`config.mk`:
```
export PLATFORM = sky130hd
export DESIGN_NAME = event_sync_counter
export DESIGN_NICKNAME = d
export VERILOG_FILES = /design/src/rtl/esc_pkg.sv /design/src/rtl/esc_cond_fifo.sv /design/src/rtl/esc_counter_bank.sv /design/src/rtl/event_sync_counter.sv
export SDC_FILE = /design/constraint.sdc
export NUM_CORES = 1
export LEC_CHECK = 0
export BUFFER_PORTS_ARGS = -buffer_cell sky130_fd_sc_hd__buf_2
export CAP_MARGIN = 20
export CORE_MARGIN = 5
export CORE_UTILIZATION = 40
export DETAILED_ROUTE_END_ITERATION = 10
export PLACE_DENSITY = 0.67
export SETUP_SLACK_MARGIN = 0.5
export SLEW_MARGIN = 15
export SYNTH_ARGS = -nofsm -noshare
export SYNTH_HDL_FRONTEND = slang
export SYNTH_SLANG_ARGS = --single-unit
```
`constraint.sdc`:
```
create_clock -name clk -period 7.48 [get_ports clk]
set_clock_uncertainty 0.2 [all_clocks]
set_input_delay 0.748 -clock clk [delete_from_list [all_inputs] [get_ports clk]]
set_output_delay 0.748 -clock clk [all_outputs]
set_load 0.03 [all_outputs]
```
`src/rtl/esc_pkg.sv`:
```
package esc_pkg;
    typedef enum logic {
        HOST_OPEN    = 1'b0,
        HOST_STALLED = 1'b1
    } host_st_e;

    localparam logic [1:0] ADDR_REQ  = 2'd0;
    localparam logic [1:0] ADDR_CTRL = 2'd1;
    localparam logic [1:0] ADDR_ERR  = 2'd2;
    localparam logic [1:0] ADDR_BUMP = 2'd3;
    localparam int         NOSTALL_BIT = 8;
    localparam int         IDX_W = 8;
endpackage

```
`src/rtl/esc_cond_fifo.sv`:
```
module esc_cond_fifo #(
    parameter int W = 8
) (
    input  logic         clk,
    input  logic         rst_n,
    input  logic         push,
    input  logic         pop,
    input  logic [W-1:0] din,
    output logic [W-1:0] head,
    output logic         full,
    output logic         empty
);
    logic [W-1:0] slot0_q, slot1_q;
    logic [1:0]   cnt_q;
    logic         pop_ok;

    assign pop_ok = pop && (cnt_q != 2'd0);
    assign head   = slot0_q;
    assign full   = (cnt_q == 2'd2);
    assign empty  = (cnt_q == 2'd0);

    always_ff @(posedge clk) begin
        if (!rst_n) begin
            slot0_q <= '0;
            slot1_q <= '0;
            cnt_q   <= 2'd0;
        end else begin
            unique case ({push, pop_ok})
                2'b10: begin
                    if (cnt_q == 2'd0) slot0_q <= din;
                    else               slot1_q <= din;
                    cnt_q <= cnt_q + 2'd1;
                end
                2'b01: begin
                    slot0_q <= slot1_q;
                    cnt_q   <= cnt_q - 2'd1;
                end
                2'b11: begin
                    if (cnt_q == 2'd1) begin
                        slot0_q <= din;
                    end else begin
                        slot0_q <= slot1_q;
                        slot1_q <= din;
                    end
                end
                default: ;
            endcase
        end
    end
endmodule

```
`src/rtl/esc_counter_bank.sv`:
```
module esc_counter_bank #(
    parameter int NUM_CNT = 8,
    parameter int CW      = 32,
    parameter int NSRC    = 13
) (
    input  logic                    clk,
    input  logic                    rst_n,
    input  logic                    hit_vld [NSRC],
    input  logic [esc_pkg::IDX_W-1:0] hit_idx [NSRC],
    input  logic [esc_pkg::IDX_W-1:0] rd_idx,
    output logic [CW-1:0]           rd_val
);
    localparam int SUM_W = $clog2(NSRC + 1);
    localparam int SEL_W = (NUM_CNT > 1) ? $clog2(NUM_CNT) : 1;

    logic [CW-1:0] cnt_q [NUM_CNT];

    for (genvar i = 0; i < NUM_CNT; i++) begin : g_cnt
        logic [SUM_W-1:0] add;
        always_comb begin
            add = '0;
            for (int s = 0; s < NSRC; s++) begin
                if (hit_vld[s] && (hit_idx[s] == esc_pkg::IDX_W'(i)))
                    add = add + SUM_W'(1);
            end
        end
        always_ff @(posedge clk) begin
            if (!rst_n) cnt_q[i] <= '0;
            else        cnt_q[i] <= cnt_q[i] + CW'(add);
        end
    end

    assign rd_val = (rd_idx < esc_pkg::IDX_W'(NUM_CNT)) ? cnt_q[rd_idx[SEL_W-1:0]] : '0;
endmodule

```
`src/rtl/event_sync_counter.sv`:
```
module event_sync_counter
    import esc_pkg::*;
#(
    parameter int NPORT    = 2,
    parameter int NUM_CNT  = 8,
    parameter int CW       = 32,
    parameter int NUM_COND = 4 * NPORT + 4
) (
    input  logic                clk,
    input  logic                rst_n,
    input  logic                wr_en,
    input  logic [1:0]          wr_addr,
    input  logic [31:0]         wr_data,
    output logic                wr_ready,
    input  logic [NPORT-1:0]    fs_evt,
    input  logic [NPORT-1:0]    ack_evt,
    input  logic [IDX_W-1:0]    rd_idx,
    output logic [CW-1:0]       rd_count,
    output logic [NUM_COND-1:0] err_flags
);
    localparam int NSRC = NUM_COND + 1;

    host_st_e              state_q, state_d;
    logic                  nostall_q;
    logic [NUM_COND-1:0]   err_q;
    logic [IDX_W-1:0]      hold_cond_q, hold_idx_q;
    logic [IDX_W-1:0]      cur_cond, cur_idx;
    logic                  push_want, blocked, take_hold, drop_req, wr_acc;
    logic [NUM_COND-1:0]   ev_vec, sel, room, push_vec, pop_ok, full_v, empty_v;
    logic [IDX_W-1:0]      head_v [NUM_COND];
    logic                  hit_vld [NSRC];
    logic [IDX_W-1:0]      hit_idx [NSRC];
    logic                  unused_hi;

    assign unused_hi = ^wr_data[31:16];

    // Event routing: frame start on 5+4p, write-done on 7+4p
    for (genvar c = 0; c < NUM_COND; c++) begin : g_ev
        if (c >= 5 && ((c - 5) % 4) == 0) begin : g_fs
            assign ev_vec[c] = fs_evt[(c - 5) / 4];
        end else if (c >= 7 && ((c - 7) % 4) == 0) begin : g_ack
            assign ev_vec[c] = ack_evt[(c - 7) / 4];
        end else begin : g_none
            assign ev_vec[c] = 1'b0;
        end
    end

    assign wr_acc   = wr_en && wr_ready;
    assign cur_cond = (state_q == HOST_STALLED) ? hold_cond_q : wr_data[15:8];
    assign cur_idx  = (state_q == HOST_STALLED) ? hold_idx_q  : wr_data[7:0];
    assign push_want = ((state_q == HOST_STALLED) || (wr_en && wr_addr == ADDR_REQ))
                       && (cur_cond < IDX_W'(NUM_COND));

    for (genvar c = 0; c < NUM_COND; c++) begin : g_q
        assign sel[c]      = (cur_cond == IDX_W'(c));
        assign pop_ok[c]   = ev_vec[c] && !empty_v[c];
        assign room[c]     = !full_v[c] || pop_ok[c];
        assign push_vec[c] = push_want && sel[c] && room[c];
        assign hit_vld[c]  = pop_ok[c];
        assign hit_idx[c]  = head_v[c];

        esc_cond_fifo #(.W(IDX_W)) u_fifo (
            .clk   (clk),
            .rst_n (rst_n),
            .push  (push_vec[c]),
            .pop   (ev_vec[c]),
            .din   (cur_idx),
            .head  (head_v[c]),
            .full  (full_v[c]),
            .empty (empty_v[c])
        );
    end

    assign blocked = push_want && |(sel & ~room);

    assign hit_vld[NUM_COND] = wr_acc && (wr_addr == ADDR_BUMP);
    assign hit_idx[NUM_COND] = wr_data[7:0];

    // Host state register
    always_ff @(posedge clk) begin
        if (!rst_n) state_q <= HOST_OPEN;
        else        state_q <= state_d;
    end

    // Host next state
    always_comb begin
        state_d = state_q;
        unique case (state_q)
            HOST_OPEN:    state_d = (blocked && !nostall_q) ? HOST_STALLED : HOST_OPEN;
            HOST_STALLED: state_d = blocked ? HOST_STALLED : HOST_OPEN;
            default:      state_d = HOST_OPEN;
        endcase
    end

    // Host outputs
    always_comb begin
        wr_ready  = 1'b0;
        take_hold = 1'b0;
        drop_req  = 1'b0;
        unique case (state_q)
            HOST_OPEN: begin
                wr_ready  = 1'b1;
                take_hold = blocked && !nostall_q;
                drop_req  = blocked && nostall_q;
            end
            HOST_STALLED: wr_ready = 1'b0;
            default: ;
        endcase
    end

    always_ff @(posedge clk) begin
        if (!rst_n) begin
            hold_cond_q <= '0;
            hold_idx_q  <= '0;
            nostall_q   <= 1'b0;
            err_q       <= '0;
        end else begin
            if (take_hold) begin
                hold_cond_q <= wr_data[15:8];
                hold_idx_q  <= wr_data[7:0];
            end
            if (wr_acc && wr_addr == ADDR_CTRL)
                nostall_q <= wr_data[NOSTALL_BIT];
            err_q <= (err_q & ~((wr_acc && wr_addr == ADDR_ERR) ? wr_data[NUM_COND-1:0]
                                                                 : '0))
                     | (sel & {NUM_COND{drop_req}});
        end
    end

    assign err_flags = err_q;

    esc_counter_bank #(.NUM_CNT(NUM_CNT), .CW(CW), .NSRC(NSRC)) u_bank (
        .clk     (clk),
        .rst_n   (rst_n),
        .hit_vld (hit_vld),
        .hit_idx (hit_idx),
        .rd_idx  (rd_idx),
        .rd_val  (rd_count)
    );
endmodule

```
==> results.md, run 1 <==
GRT:
- The remaining global-route overflow is 0.
- The combined global-route utilization of all metal layers is approximately a fifth.
- The via count of the first global-routing pass is 16900.
- Entering global routing, the biggest net connects 192 pins.
- The number of antenna violations at the first check in global routing was 0.
- The first global-routing pass estimated 89100 um of wire.

Timing:
- In this run the tightest slew margin relative to its limit is 26.7%.
- The final max-slew violation count is 0.
- The number of hold violations in the final report is 0.
- The post-route minimum period is 5.70 ns.
- The final critical path takes up roughly three quarters of the cycle.
- Setup repair after global routing left no endpoint under its margin.
- Adding up every negative setup slack in the final design gives 0 ns.
- The tightest hold path in the finished design has a slack of 0.258 ns.
- At the pin with the least slew margin, the transition time is 1.09 ns.
- The count of final setup violators is 0.
- The achievable clock frequency is between 150 and 200 MHz.

Synth:
- For this run, the number of Yosys warnings is 0.
- The library cell occupying the most area in the post-synthesis netlist is sky130_fd_sc_hd__dfxtp_1.
- After technology mapping, the gate count stands at 2358.
- After synthesis, the most frequently instantiated cells are 374 x sky130_fd_sc_hd__dfxtp_1, 351 x sky130_fd_sc_hd__nor2_1, 187 x sky130_fd_sc_hd__nand2_1.
- The most used flip-flop cell after synthesis is sky130_fd_sc_hd__dfxtp_1.
- The sequential-to-total area share from yosys stat is between 30% and 40%.
- The number of nets handed over by synthesis was between 2000 and 3000.
- By area the synthesized netlist is led by sky130_fd_sc_hd__dfxtp_1 35%, sky130_fd_sc_hd__mux4_2 6.7%, sky130_fd_sc_hd__mux2i_1 6.5%, sky130_fd_sc_hd__xnor2_1 6.2%, sky130_fd_sc_hd__nor2_1 6.2%.
- The number of library cell types mapped by synthesis is 69.
- After synthesis, the largest area contributor takes up 35.0% of total cell area.
- The per-instance average area after synthesis is 9.08 sq um.
- The most repeated cell in the gate-level netlist after synthesis is sky130_fd_sc_hd__dfxtp_1.
- The synthesized design contains 374 register bits.
- The synthesized area is 21400 sq um.
- The share of flip-flops with an asynchronous set or reset is 0%.
- The number of flops mapped to enable cells by yosys is 0.

Placement:
- In this run, placement finished with an instance count of 3037.
- The number of I/O port buffers is 77.
- The weighted congestion reported at the end of routability-driven placement is 0.844.
- Detailed placement ended at an HPWL of 40600 um.

Clocking:
- The H-tree depth reported by CTS is 2.
- The TritonCTS clock tree is yes.
- The clock-pin slew on the worst setup and hold paths is 0.06 ns.
- The buffer type at the clock tree root is sky130_fd_sc_hd__clkbuf_16.
- In this run the deepest clock path goes through 3 buffers.
- For this design, the CTS-stage hold fixing added 0 buffers.
- The number of buffers added by the clock tree synthesis step is 42.
- The quantity of gates resized following cts is 0.
- The setup fix buffers added after clock tree synthesis is 0.
- The later pin in the worst-skew pair is clocked with a latency of 0.58 ns.
- The total number of clock tree sinks is around 370.

Hold path:
- The worst min-delay path category is reg2reg.

Pwr:
- In this run the static leakage power is 9.11 nW.
- The power density over cell area is 196 nW/um^2.
- The worst voltage drop across the vdd grid is 0.147 mV.

Worst setup path:
- The largest driver fanout on the critical path is 8.
- The critical setup path kind is reg2reg.
- The critical path's most frequent cell is sky130_fd_sc_hd__ha_1.
- The sort of element at the end of the critical path is a flip-flop.
- The nature of the critical path startpoint is a flip-flop.
- The kind of cell with the highest combined delay along the critical path is simple AND/OR/NAND/NOR gates.
- The required time at the endpoint of the critical path is 7.75 ns.
- The signal on the critical path passes through inv_1 -> ha_1 -> or3b_2 -> nor4_1 -> xnor2_1 -> inv_1 -> ha_1 -> mux2_2 -> ha_1 -> nand2_1 -> xnor2_1 -> ha_1 -> a21o_1 -> a21oi_1 -> buf_4 -> nor3_1 -> nand4_1 -> xnor2_1 -> and2_1.
- The slowest stage of the critical path belongs to the cell sky130_fd_sc_hd__nor3_1.
- The delay of the slowest cell on the worst path is 0.88 ns.
- Counting both buffers and inverters, the worst setup path holds a total of 3.
- Data on the critical path arrives at its endpoint at 5.97 ns.

Floorplanning:
- The die covers around 60000 sq um.
- The die outline width is 241 um.
- The number of ports placed on the die boundary is 94.
- The floorplan step defined a core boundary enclosing between 50000 and 60000 sq um.
- In this run the core area contains 84 standard-cell rows.
- The starting density of the core is 40.6%.
- The die height is ~240 um.

Drt:
- In the final routed layout, each cell accounts on average for 18.1 um.
- After detailed routing, the number of remaining DRC violations is 0.
- The initial detailed-routing violation count is 1206.
- The final routed wirelength across all metal layers is 56400 um.
- Summing over every cut layer, the via total after detailed routing is roughly 18000.
- The via-per-instance ratio is 5.64.
- The pre-antenna-repair detailed-routing pass consisted of 6 iterations.
- In this run the remaining antenna-violating nets after routing total 0.

Cells and area:
- The final instance count without filler cells is between 3000 and 4000.
- The number of antenna diodes in the final layout is 0.
- The synthesis-to-finish area growth is 11.2%.
- The net count of the finished layout is between 2000 and 3000.
- The fraction of layout instances using a drive strength above 1 is 11.6%.

Flow run:
- Max-cap violations in this run came to 0.

Outcome:
- The flow ran to the end, and the final reports show no timing, DRC or antenna violations.
through the flow:
stage	worst slack [ns]	total power [mW]	instance area, sq um	utilization (%)
global placement	1.56	2.62	22400	42.5
CTS	1.77	4.70	23800	45.1
finish	1.78	4.66	23800	45.1
detailed placement	1.64	2.64	22400	42.5
floorplan	2.51	2.52	21400	-
global route	1.45	4.85	23800	45.1
worst paths after layout:
kind	cells after the start	start	endpoint	slack, ns
setup / recovery	19	g_q[9].u_fifo.cnt_q[1]$_SDFFE_PN0P_	u_bank.cnt_q[4][18]$_SDFF_PN0_	1.78
hold / removal	2	hold_idx_q[2]$_SDFFE_PN0P_	hold_idx_q[2]$_SDFFE_PN0P_	0.26
setup reg to reg	19	g_q[9].u_fifo.cnt_q[1]$_SDFFE_PN0P_	u_bank.cnt_q[4][18]$_SDFF_PN0_	1.78
hold reg to reg	2	hold_idx_q[2]$_SDFFE_PN0P_	hold_idx_q[2]$_SDFFE_PN0P_	0.26
worst min-delay path, stage by stage, from the launching register on:
cell and delay (ns):
sky130_fd_sc_hd__dfxtp_1 0.31, sky130_fd_sc_hd__nand2_1 0.05, sky130_fd_sc_hd__mux2i_1 0.05
per-layer routing:
metal	share of wire, %	GRT usage [%]	up-vias
met2	46	30.4	440
met1	45	25.7	8621
met3	5.6	2.98	112
li1	-	-	8398
met4	3.0	6.15	0
met5	0	0	-
registers in the layout (all words and copies together) (netlist names):
signal and cells:
u_bank.cnt_q 256, state_q 1, g_q.u_fifo.cnt_q 24, g_q.u_fifo.head 32, hold_cond_q 8, hold_idx_q 8
err_flags 12, nostall_q 1, g_q.u_fifo.slot1_q 32
final cells by class:
cell class,instances,area (sq um)
fill,4992,28900
multi-input combinational,1798,13200
sequential,374,7490
clock buffer,57,1180
tap,688,861
timing repair buffer,98,583
inverter,80,308
clock inverter,18,189
power by group:
part	internal, mW	switching (mW)
Combinational	0.211	0.334
Sequential	2.03	0.0325
Clock	1.18	0.875
Total	3.42	1.24
cell families (layout without fill, tap and decap cells):
family / after synthesis / count (layout) / share of synthesized area (%)
AO/OA/AOI/OAI: 219 / 219 / 7.06
XOR/XNOR: 240 / 240 / 9.81
AND/OR/NAND/NOR: 1010 / 1010 / 24.0
multiplexers: 230 / 230 / 14.7
buffers and inverters: 186 / 253 / 3.36
adder cells (fa/ha/maj): 99 / 99 / 6.06
flip-flops: 374 / 374 / 35.0
placed cells by master (no fill, tap or decap), drive strengths merged, types with 30 or more instances in the layout:
master,n
mux4,64
and2,33
buf,98
mux2i,140
a21oi,49
and3,30
ha,91
inv,82
or3,31
nand3,72
xnor2,152
nor4,42
o21ai,38
xor2,88
dfxtp,374
nand4,49
clkbuf,57
nand2,187
nor3,48
nor2,351
Note: power is estimated with default switching activity, not from simulation.
==> run 2: changes to the inputs <==
Clock period 7.48 ns to 5.7 ns, I/O delays scaled along.
==> run 2 against run 1 <==
Against the previous run: routed wire length is 0.51% higher; register-to-register slack worse by 1.1 ns; cell count is 0.55% higher; core utilization is 0.48 points higher; critical endpoint is now u_bank.cnt_q[7][23]$_SDFF_PN0_; highest routed layer unchanged.
==> results.md, run 2 (synthesis gave the netlist of run 1 again) <==
Timing:
- The post-route minimum period came to 4.99 ns (was 5.70 ns).
- The worst slew slack as a fraction of its limit was 31.1% (was 26.7%).
- The number of hold violations in the final report is 0 (unchanged).
- The aggregate negative setup slack is 0 ns (unchanged).
- The share of the cycle needed by the critical path after routing came to 87.6% (was 76.2%).
- The final max-slew violation count is 0 (unchanged).
- The achievable clock frequency came to 200 MHz (was 175 MHz).
- The count of final setup violators is 0 (unchanged).
- The setup slack of the critical path after layout is 0.707 ns (was 1.78 ns).
- RSZ-0062 raised after global routing: true (was false).
- The pin slew with the least headroom to its limit came to 1.03 ns (was 1.09 ns).

Drt:
- The number of DRC violations after detailed routing is 0 (unchanged).
- The total via count in the routed design is 17500 (was 17600).
- The initial detailed-routing violation count is 1319 (was 1206).
- The average wire length per cell after detail routing is 18.1 um (about the same).
- The final routed wirelength across all metal layers is 56700 um (was 56400 um).
- The number of search-and-repair iterations in the first detailed-routing pass is 5 (was 6).
- The via-per-instance ratio came to 5.60 (was 5.64).
- The count of nets left with antenna violations after detail routing is 0 (unchanged).

Pwr:
- The worst voltage drop across the vdd grid is 0.191 mV (was 0.147 mV).
- The standby leakage power is 9.24 nW (was 9.11 nW).
- The power density over cell area is 258 nW/um^2 (was 196 nW/um^2).

Cells and area:
- The flip-flop count of the largest register, all copies and words added is 256 (unchanged).
- The number of fillers in the final layout is 4960 (was 4992).
- The register with the most flip-flops is u_bank.cnt_q (unchanged).
- The antenna cell count was 0 (unchanged).
- The number of nets in the layout is 2556 (was 2542).
- Commonest non-fill, non-tap cells in the layout: 374 x sky130_fd_sc_hd__dfxtp_1, 349 x sky130_fd_sc_hd__nor2_1, 187 x sky130_fd_sc_hd__nand2_1 (was 374 x sky130_fd_sc_hd__dfxtp_1, 351 x sky130_fd_sc_hd__nor2_1, 187 x sky130_fd_sc_hd__nand2_1).
- The fraction of layout instances using a drive strength above 1 came to 12.7% (was 11.6%).
- The synthesis-to-finish area growth is 12.4% (was 11.2%).
- The most frequent standard cell in the layout excluding fill and tap cells is sky130_fd_sc_hd__dfxtp_1 (unchanged).

Clocking:
- The H-tree depth reported by CTS came to 2 (unchanged).
- The clock latency at the later pin of the worst-skew pair was 0.59 ns (was 0.58 ns).
- The number of buffers added by the clock tree synthesis step is 42 (unchanged).
- The TritonCTS clock tree is yes (unchanged).
- The maximum buffer depth of the clock tree is 3 (unchanged).
- The number of buffers added to fix hold violations after cts is 0 (unchanged).
- The total number of clock tree sinks is 374 (unchanged).
- The buffer type at the clock tree root is sky130_fd_sc_hd__clkbuf_16 (unchanged).
- The clock-pin slew on the worst setup and hold paths is 0.06 ns (about the same).

Floorplanning:
- The number of ports placed on the die boundary is 94 (unchanged).
- The die outline width was 241 um (unchanged).
- The die height is 241 um (unchanged).
- The starting density of the core is 40.6% (unchanged).
- The number of placement rows is 84 (unchanged).
- The area of the core is 52800 sq um (unchanged).
- The die area is 58300 sq um (unchanged).

GRT:
- The routing usage on met3 is 2.73% (was 2.98%).
- The via count of the first global-routing pass is 16900 (about the same).
- The global-route wire length before repair is 90100 um (was 89100 um).
- The number of antenna violations at the first check in global routing came to 0 (unchanged).
- The most used routing layer was met2 (unchanged).
- The largest net degree at the start of global routing was 146 (was 192).
- The remaining global-route overflow is 0 (unchanged).
- The met2 track demand over resource in global routing is 30.8% (was 30.4%).
- The routing usage on met1 is 26.5% (was 25.7%).
- The combined global-route utilization of all metal layers is 18.9% (was 18.7%).

Hold path:
- The worst min-delay path category is in2reg (was reg2reg).

Placement:
- The number of I/O port buffers came to 77 (unchanged).
- The pre-CTS setup slack is 0.318 ns (was 1.64 ns).
- The half-perimeter wire length after placement is 40700 um (was 40600 um).
- The weighted congestion reported at the end of routability-driven placement is 0.851 (was 0.844).

Flow run:
- The max-capacitance violation count was 0 (unchanged).

Worst setup path:
- The arrival time of data at the critical path endpoint is 5.33 ns (was 5.97 ns).
- The sort of element at the end of the critical path is a flip-flop (unchanged).
- The nature of the critical path startpoint was a flip-flop (unchanged).
- The largest driver fanout on the critical path is 6 (was 8).
- The critical setup path kind was reg2reg (unchanged).
- The required time at the endpoint of the critical path is 6.03 ns (was 7.75 ns).

Outcome:
- Status: completed (unchanged).
run 2: cell types whose count changed in the layout (fill, tap and decap cells not counted), sizes merged:
cell	previous run	this run
clkinv	12	7
inv	82	83
buf	98	112
clkbuf	57	66
clkinvlp	2	0
run 2: layer usage:
metal	vias up	wire, um
met1	8570	26000
met5	-	0
met2	453	26300
li1	8411	-
met3	79	3200
met4	0	1280
run 2: layout make-up:
cell class / instances / area (sq um) / share of cell area (%)
Multi-Input combinational cell: 1798 / 13300 / 55.2
Sequential cell: 374 / 7490 / 31.1
Clock buffer: 66 / 1270 / 5.28
Tap cell: 688 / 861 / 3.58
Timing Repair Buffer: 112 / 708 / 2.94
Inverter: 80 / 308 / 1.28
Clock inverter: 12 / 146 / 0.608
run 2: power breakdown:
part	leakage, nW	internal (mW)	switching (mW)
clock network	0.701	1.63	1.14
logic	5.53	0.284	0.454
registers	3.01	2.66	0.0435
total	9.24	4.58	1.64
run 2: what timing repair did:
action / in CTS / in global routing
pin swaps: 1 / 2
gates resized for setup: 4 / 15
setup buffers: 1 / 3
setup endpoints to repair: 13 / 74
run 2: worst max-delay path, cell delays in order (launching register included):
cell and delay [ns]:
sky130_fd_sc_hd__dfxtp_1 0.38, sky130_fd_sc_hd__inv_1 0.11, sky130_fd_sc_hd__ha_1 0.26, sky130_fd_sc_hd__or3b_4 0.47, sky130_fd_sc_hd__or4_4 0.59, sky130_fd_sc_hd__mux2i_4 0.22, sky130_fd_sc_hd__xnor2_1 0.12, sky130_fd_sc_hd__mux2_4 0.29
sky130_fd_sc_hd__ha_1 0.29, sky130_fd_sc_hd__mux2_2 0.30, sky130_fd_sc_hd__ha_1 0.28, sky130_fd_sc_hd__a21o_1 0.11, sky130_fd_sc_hd__a21oi_1 0.10, sky130_fd_sc_hd__o21bai_2 0.20, sky130_fd_sc_hd__nand4_1 0.30, sky130_fd_sc_hd__buf_4 0.26
sky130_fd_sc_hd__or4_1 0.39, sky130_fd_sc_hd__nand2_1 0.08
run 2: worst paths after layout:
| path | slack, ns | cells after the start | from | endpoint |
|---|---|---|---|---|
| max | 0.71 | 17 | g_q[9].u_fifo.cnt_q[1]$_SDFFE_PN0P_ | u_bank.cnt_q[7][23]$_SDFF_PN0_ |
| min | 0.10 | 3 | wr_data[3] | hold_idx_q[3]$_SDFFE_PN0P_ |
| max reg2reg | 0.71 | 17 | g_q[9].u_fifo.cnt_q[1]$_SDFFE_PN0P_ | u_bank.cnt_q[7][23]$_SDFF_PN0_ |
| min reg2reg | 0.26 | 2 | hold_idx_q[0]$_SDFFE_PN0P_ | hold_idx_q[0]$_SDFFE_PN0P_ |
run 2: metrics by stage:
stage	util [%]	hold WS, ns	instances	area [sq um]	power, mW
final	45.6	0.101	3130	24100	6.22
after global routing	45.6	0.0947	3130	24100	6.46
after CTS	45.4	0.0742	3125	23900	6.26
after detailed placement	42.6	0.243	3046	22500	3.48
after global placement	42.6	0.238	3046	22500	3.43
after floorplan	-	0.231	2358	21400	3.31
==> run 3: changes to the inputs <==
Settings changed: PLACE_DENSITY 0.67 to 0.66, SYNTH_HIERARCHICAL set to 1.
==> run 3 against run 2 <==
Against the previous run: the flow now finishes with violations (slew limit, setup timing); sequential share of layout area down 9.0 points; synthesized area up 70%; sequential power up 31%; cell count up 84%; combinational power up 28%; setup slack worse by 0.98 ns; clock-buffer cell count up 13; critical path type unchanged; largest cell class unchanged.
==> results.md, run 3 <==
Outcome:
- Status: finished with violations (was completed).
- The final reports fail on slew limit, setup timing.

Synth:
- Most frequent cells after synthesis: 502 x sky130_fd_sc_hd__dfxtp_1, 356 x sky130_fd_sc_hd__xnor2_1, 339 x sky130_fd_sc_hd__nand2_1 (was 374 x sky130_fd_sc_hd__dfxtp_1, 351 x sky130_fd_sc_hd__nor2_1, 187 x sky130_fd_sc_hd__nand2_1).
- The most repeated cell in the gate-level netlist after synthesis is sky130_fd_sc_hd__dfxtp_1 (unchanged).
- The number of flops mapped to enable cells by yosys is 0 (unchanged).
- The share of flip-flops with an asynchronous set or reset is 0% (unchanged).
- Synth top area cells: sky130_fd_sc_hd__dfxtp_1 28%, sky130_fd_sc_hd__xnor2_1 8.5%, sky130_fd_sc_hd__ha_1 8.2%, sky130_fd_sc_hd__mux2i_1 4.4%, sky130_fd_sc_hd__and2_1 4.0% (was sky130_fd_sc_hd__dfxtp_1 35%, sky130_fd_sc_hd__mux4_2 6.7%, sky130_fd_sc_hd__mux2i_1 6.5%, sky130_fd_sc_hd__xnor2_1 6.2%, sky130_fd_sc_hd__nor2_1 6.2%).
- The primary flip-flop cell chosen by synthesis mapping is sky130_fd_sc_hd__dfxtp_1 (unchanged).
- The sequential-to-total area share from yosys stat came to 27.5% (was 35.0%).
- The number of library cell types mapped by synthesis is 107 (was 69).
- The gate count of the mapped netlist is 4149 (was 2358).
- The synthesized area is 36500 sq um (was 21400 sq um).
- The per-instance average area after synthesis is 8.80 sq um (was 9.08 sq um).
- The number of register bits inferred by synthesis is 502 (was 374).
- The count of synthesis-stage warnings from yosys is 6 (was 0).
- The share of the synthesized area in the top cell type is 27.5% (was 35.0%).
- The library cell occupying the most area in the post-synthesis netlist is sky130_fd_sc_hd__dfxtp_1 (unchanged).

Clocking:
- The buffer type at the clock tree root is sky130_fd_sc_hd__clkbuf_16 (unchanged).
- The H-tree depth reported by CTS is 2 (unchanged).
- The TritonCTS clock tree is yes (unchanged).
- The clock-pin slew on the worst setup and hold paths is 0.06 ns (about the same).
- The maximum buffer depth of the clock tree is 3 (unchanged).
- The number of buffers added by the clock tree synthesis step is 57 (was 42).
- The total number of clock tree sinks was 502 (was 374).
- The clock latency at the later pin of the worst-skew pair is 0.64 ns (was 0.59 ns).

Placement:
- The weighted congestion reported at the end of routability-driven placement is 0.880 (was 0.851).
- The number of I/O port buffers is 77 (unchanged).
- The half-perimeter wire length after placement is 71900 um (was 40700 um).

Worst setup path:
- The delay of the slowest cell on the worst path is 0.53 ns (was 0.59 ns).
- The nature of the critical path startpoint is a flip-flop (unchanged).
- The worst reg2reg path depth came to 29 (was 17).
- The largest driver fanout on the critical path was 5 (was 6).
- The arrival time of data at the critical path endpoint is 6.29 ns (was 5.33 ns).
- The critical setup path kind was reg2reg (unchanged).
- The register-to-register setup slack came to -0.28 ns (was 0.71 ns).
- The critical register-to-register path endpoint was u_bank/cnt_q[6][31]$_SDFF_PN0_ (was u_bank.cnt_q[7][23]$_SDFF_PN0_).
- The critical register-to-register path startpoint is g_q[5].u_fifo/head[4]$_SDFFE_PN0P_ (was g_q[9].u_fifo.cnt_q[1]$_SDFFE_PN0P_).
- The cell at the slowest stage of the critical path is sky130_fd_sc_hd__or4b_4 (was sky130_fd_sc_hd__or4_4).
- The required time at the endpoint of the critical path came to 6.02 ns (was 6.03 ns).
- The sort of element at the end of the critical path is a flip-flop (unchanged).

Timing:
- The number of hold violations in the final report is 0 (unchanged).
- The achievable clock frequency is 167 MHz (was 200 MHz).
- The worst hold slack was 0.0573 ns (was 0.101 ns).
- The post-route minimum period is 5.98 ns (was 4.99 ns).
- The count of final setup violators is 98 (was 0).
- The aggregate negative setup slack is -9.80 ns (was 0 ns).
- The final max-slew violation count is 22 (was 0).
- The share of the cycle needed by the critical path after routing is 105% (was 87.6%).
- The setup slack of the critical path after layout is -0.276 ns (was 0.707 ns).
- The worst slew slack as a fraction of its limit is -148% (was 31.1%).
- RSZ-0062 raised after global routing: true (unchanged).
- The pin slew with the least headroom to its limit is 3.66 ns (was 1.03 ns).

Hold path:
- The terminating pin of the worst hold path was hold_cond_q[1]$_SDFFE_PN0P_ (was hold_idx_q[3]$_SDFFE_PN0P_).
- The worst min-delay path category is in2reg (unchanged).
- The number of cells on the worst hold path came to 3 (unchanged).
- The hold path startpoint was wr_data[9] (was wr_data[3]).

GRT:
- The combined global-route utilization of all metal layers is 19.1% (was 18.9%).
- The largest net degree at the start of global routing came to 260 (was 146).
- The via count of the first global-routing pass is 29900 (was 16900).
- The number of antenna violations at the first check in global routing is 0 (unchanged).
- The remaining global-route overflow was 0 (unchanged).
- The global-route wire length before repair is 156000 um (was 90100 um).

Cells and area:
- The most frequent standard cell in the layout excluding fill and tap cells is sky130_fd_sc_hd__dfxtp_1 (unchanged).
- The number of nets in the layout is 4834 (was 2556).
- The number of fillers in the final layout is 8273 (was 4960).
- The synthesis-to-finish area growth is 24.4% (was 12.4%).
- The fraction of layout instances using a drive strength above 1 was 24.4% (was 12.7%).
- The storage element area came to 10100 sq um (was 7490 sq um).
- The antenna cell count is 0 (unchanged).
- The register with the most flip-flops is u_bank/cnt_q (was u_bank.cnt_q).
- The flip-flop count of the largest register, all copies and words added is 256 (unchanged).
- The area used by multi-input combinational logic came to 27700 sq um (was 13300 sq um).
- Commonest non-fill, non-tap cells in the layout: 497 x sky130_fd_sc_hd__dfxtp_1, 326 x sky130_fd_sc_hd__xnor2_1, 271 x sky130_fd_sc_hd__nand2_1 (was 374 x sky130_fd_sc_hd__dfxtp_1, 349 x sky130_fd_sc_hd__nor2_1, 187 x sky130_fd_sc_hd__nand2_1).

Pwr:
- The net switching power of the design is 2.06 mW (was 1.64 mW).
- The internal portion of total power is 6.54 mW (was 4.58 mW).
- The clock group share of total power is 47.7% (was 44.6%).
- The worst voltage drop across the vdd grid is 0.240 mV (was 0.191 mV).
- The sequential group share of total power came to 41.2% (was 43.5%).
- The power density over cell area is 189 nW/um^2 (was 258 nW/um^2).
- The switching share of total power is 23.9% (was 26.4%).
- The logic gate share of total power was 11.0% (was 11.9%).
- The standby leakage power was 19.2 nW (was 9.24 nW).

Drt:
- The initial detailed-routing violation count is 1949 (was 1319).
- The total via count in the routed design is 31400 (was 17500).
- The final routed wirelength across all metal layers came to 99000 um (was 56700 um).
- The average wire length per cell after detail routing is 17.2 um (was 18.1 um).
- The number of DRC violations after detailed routing is 0 (unchanged).
- The count of nets left with antenna violations after detail routing is 0 (unchanged).
- The via-per-instance ratio came to 5.45 (was 5.60).
- The number of search-and-repair iterations in the first detailed-routing pass is 7 (was 5).

Flow run:
- The max-capacitance violation count is 0 (unchanged).

Floorplanning:
- The die height was 312 um (was 241 um).
- The starting density of the core came to 40.4% (was 40.6%).
- The area of the core came to 90300 sq um (was 52800 sq um).
- The die outline width is 312 um (was 241 um).
- The number of placement rows is 110 (was 84).
- The die area is 97400 sq um (was 58300 sq um).
- The number of ports placed on the die boundary was 94 (unchanged).
-- run 3: how the worst max path moves through the flow --
| stage | cells past startpoint | slack (ns) | start | end |
|---|---|---|---|---|
| finish | 29 | -0.28 | g_q[5].u_fifo/head[4]$_SDFFE_PN0P_ | u_bank/cnt_q[6][31]$_SDFF_PN0_ |
| global route | 31 | -0.54 | g_q[5].u_fifo/head[5]$_SDFFE_PN0P_ | u_bank/cnt_q[1][27]$_SDFF_PN0_ |
| CTS | 31 | -0.29 | g_q[5].u_fifo/head[2]$_SDFFE_PN0P_ | u_bank/cnt_q[1][27]$_SDFF_PN0_ |
| detailed placement | 34 | -0.46 | fs_evt[0] | u_bank/cnt_q[1][27]$_SDFF_PN0_ |
| global placement | 34 | -0.31 | fs_evt[0] | u_bank/cnt_q[1][27]$_SDFF_PN0_ |
| floorplan | 32 | -0.22 | g_q[5].u_fifo/head[2]$_SDFFE_PN0P_ | u_bank/cnt_q[1][27]$_SDFF_PN0_ |
-- run 3: final cells by class --
cell class	instances	area share [%]
repair buffers	433	7.80
clock inverters	26	0.992
flip-flops and latches	502	22.1
multi-input cells	3397	60.9
clock buffers	79	3.68
inverters	148	1.25
well taps	1176	3.24
-- run 3: cells by family after synthesis --
logic type      synth area share, %
xor+xnor                       13.5
flops                          27.5
other cells                  0.0103
compound gates                 12.0
mux                            9.30
simple gates                   25.8
buf+inv                        3.22
fa+ha+maj                      8.60
-- run 3: power groups by stage --
| stage | logic [mW] | registers, mW | clock network (mW) |
|---|---|---|---|
| 2_1_floorplan | 0.524 | 3.61 | 0 |
| 3_3_place_gp | 0.751 | 3.62 | 0 |
| 3_5_place_dp | 0.762 | 3.62 | 0 |
| 4_1_cts | 0.876 | 3.54 | 4.19 |
| 5_1_grt | 1.04 | 3.54 | 4.33 |
| 6_report | 0.947 | 3.54 | 4.10 |
-- run 3: per-stage QoR --
step                      total power, mW  cells  instance area [sq um]  utilization [%]  setup slack (ns)
final                                8.59   5761                  45400             50.3            -0.276
after CTS                            8.61   5700                  43900             48.6            -0.292
after detailed placement             4.38   5564                  41000             45.4            -0.461
after global routing                 8.91   5761                  45400             50.3            -0.539
after global placement               4.37   5564                  41000             45.4            -0.307
after floorplan                      4.14   4179                  37700                -            -0.218
-- run 3: routing by layer --
| metal | global-route usage (%) | part of all wire, % |
|---|---|---|
| met3 | 1.88 | 3.8 |
| met1 | 26.0 | 47 |
| met4 | 4.65 | 2.0 |
| met5 | 0 | 0 |
| met2 | 32.7 | 48 |
-- run 3: critical path: cells and delay by family (launching register included) --
family                     cells  cell delay, ns
xor gates and xnor gates       9            1.79
buffers and inverters          4            0.58
adders and majority gates      2            0.49
and+or+nand+nor               12            2.10
AOI/OAI and AO/OA              2            0.35
DFF                            1            0.33
-- run 3: repair_timing --
item,4_1_cts,5_1_grt
pin swaps,107,181
hold endpoints to repair,6,0
hold buffers,6,0
gates cloned,1,1
setup endpoints to repair,229,234
setup buffers,24,60
resized for setup,133,244
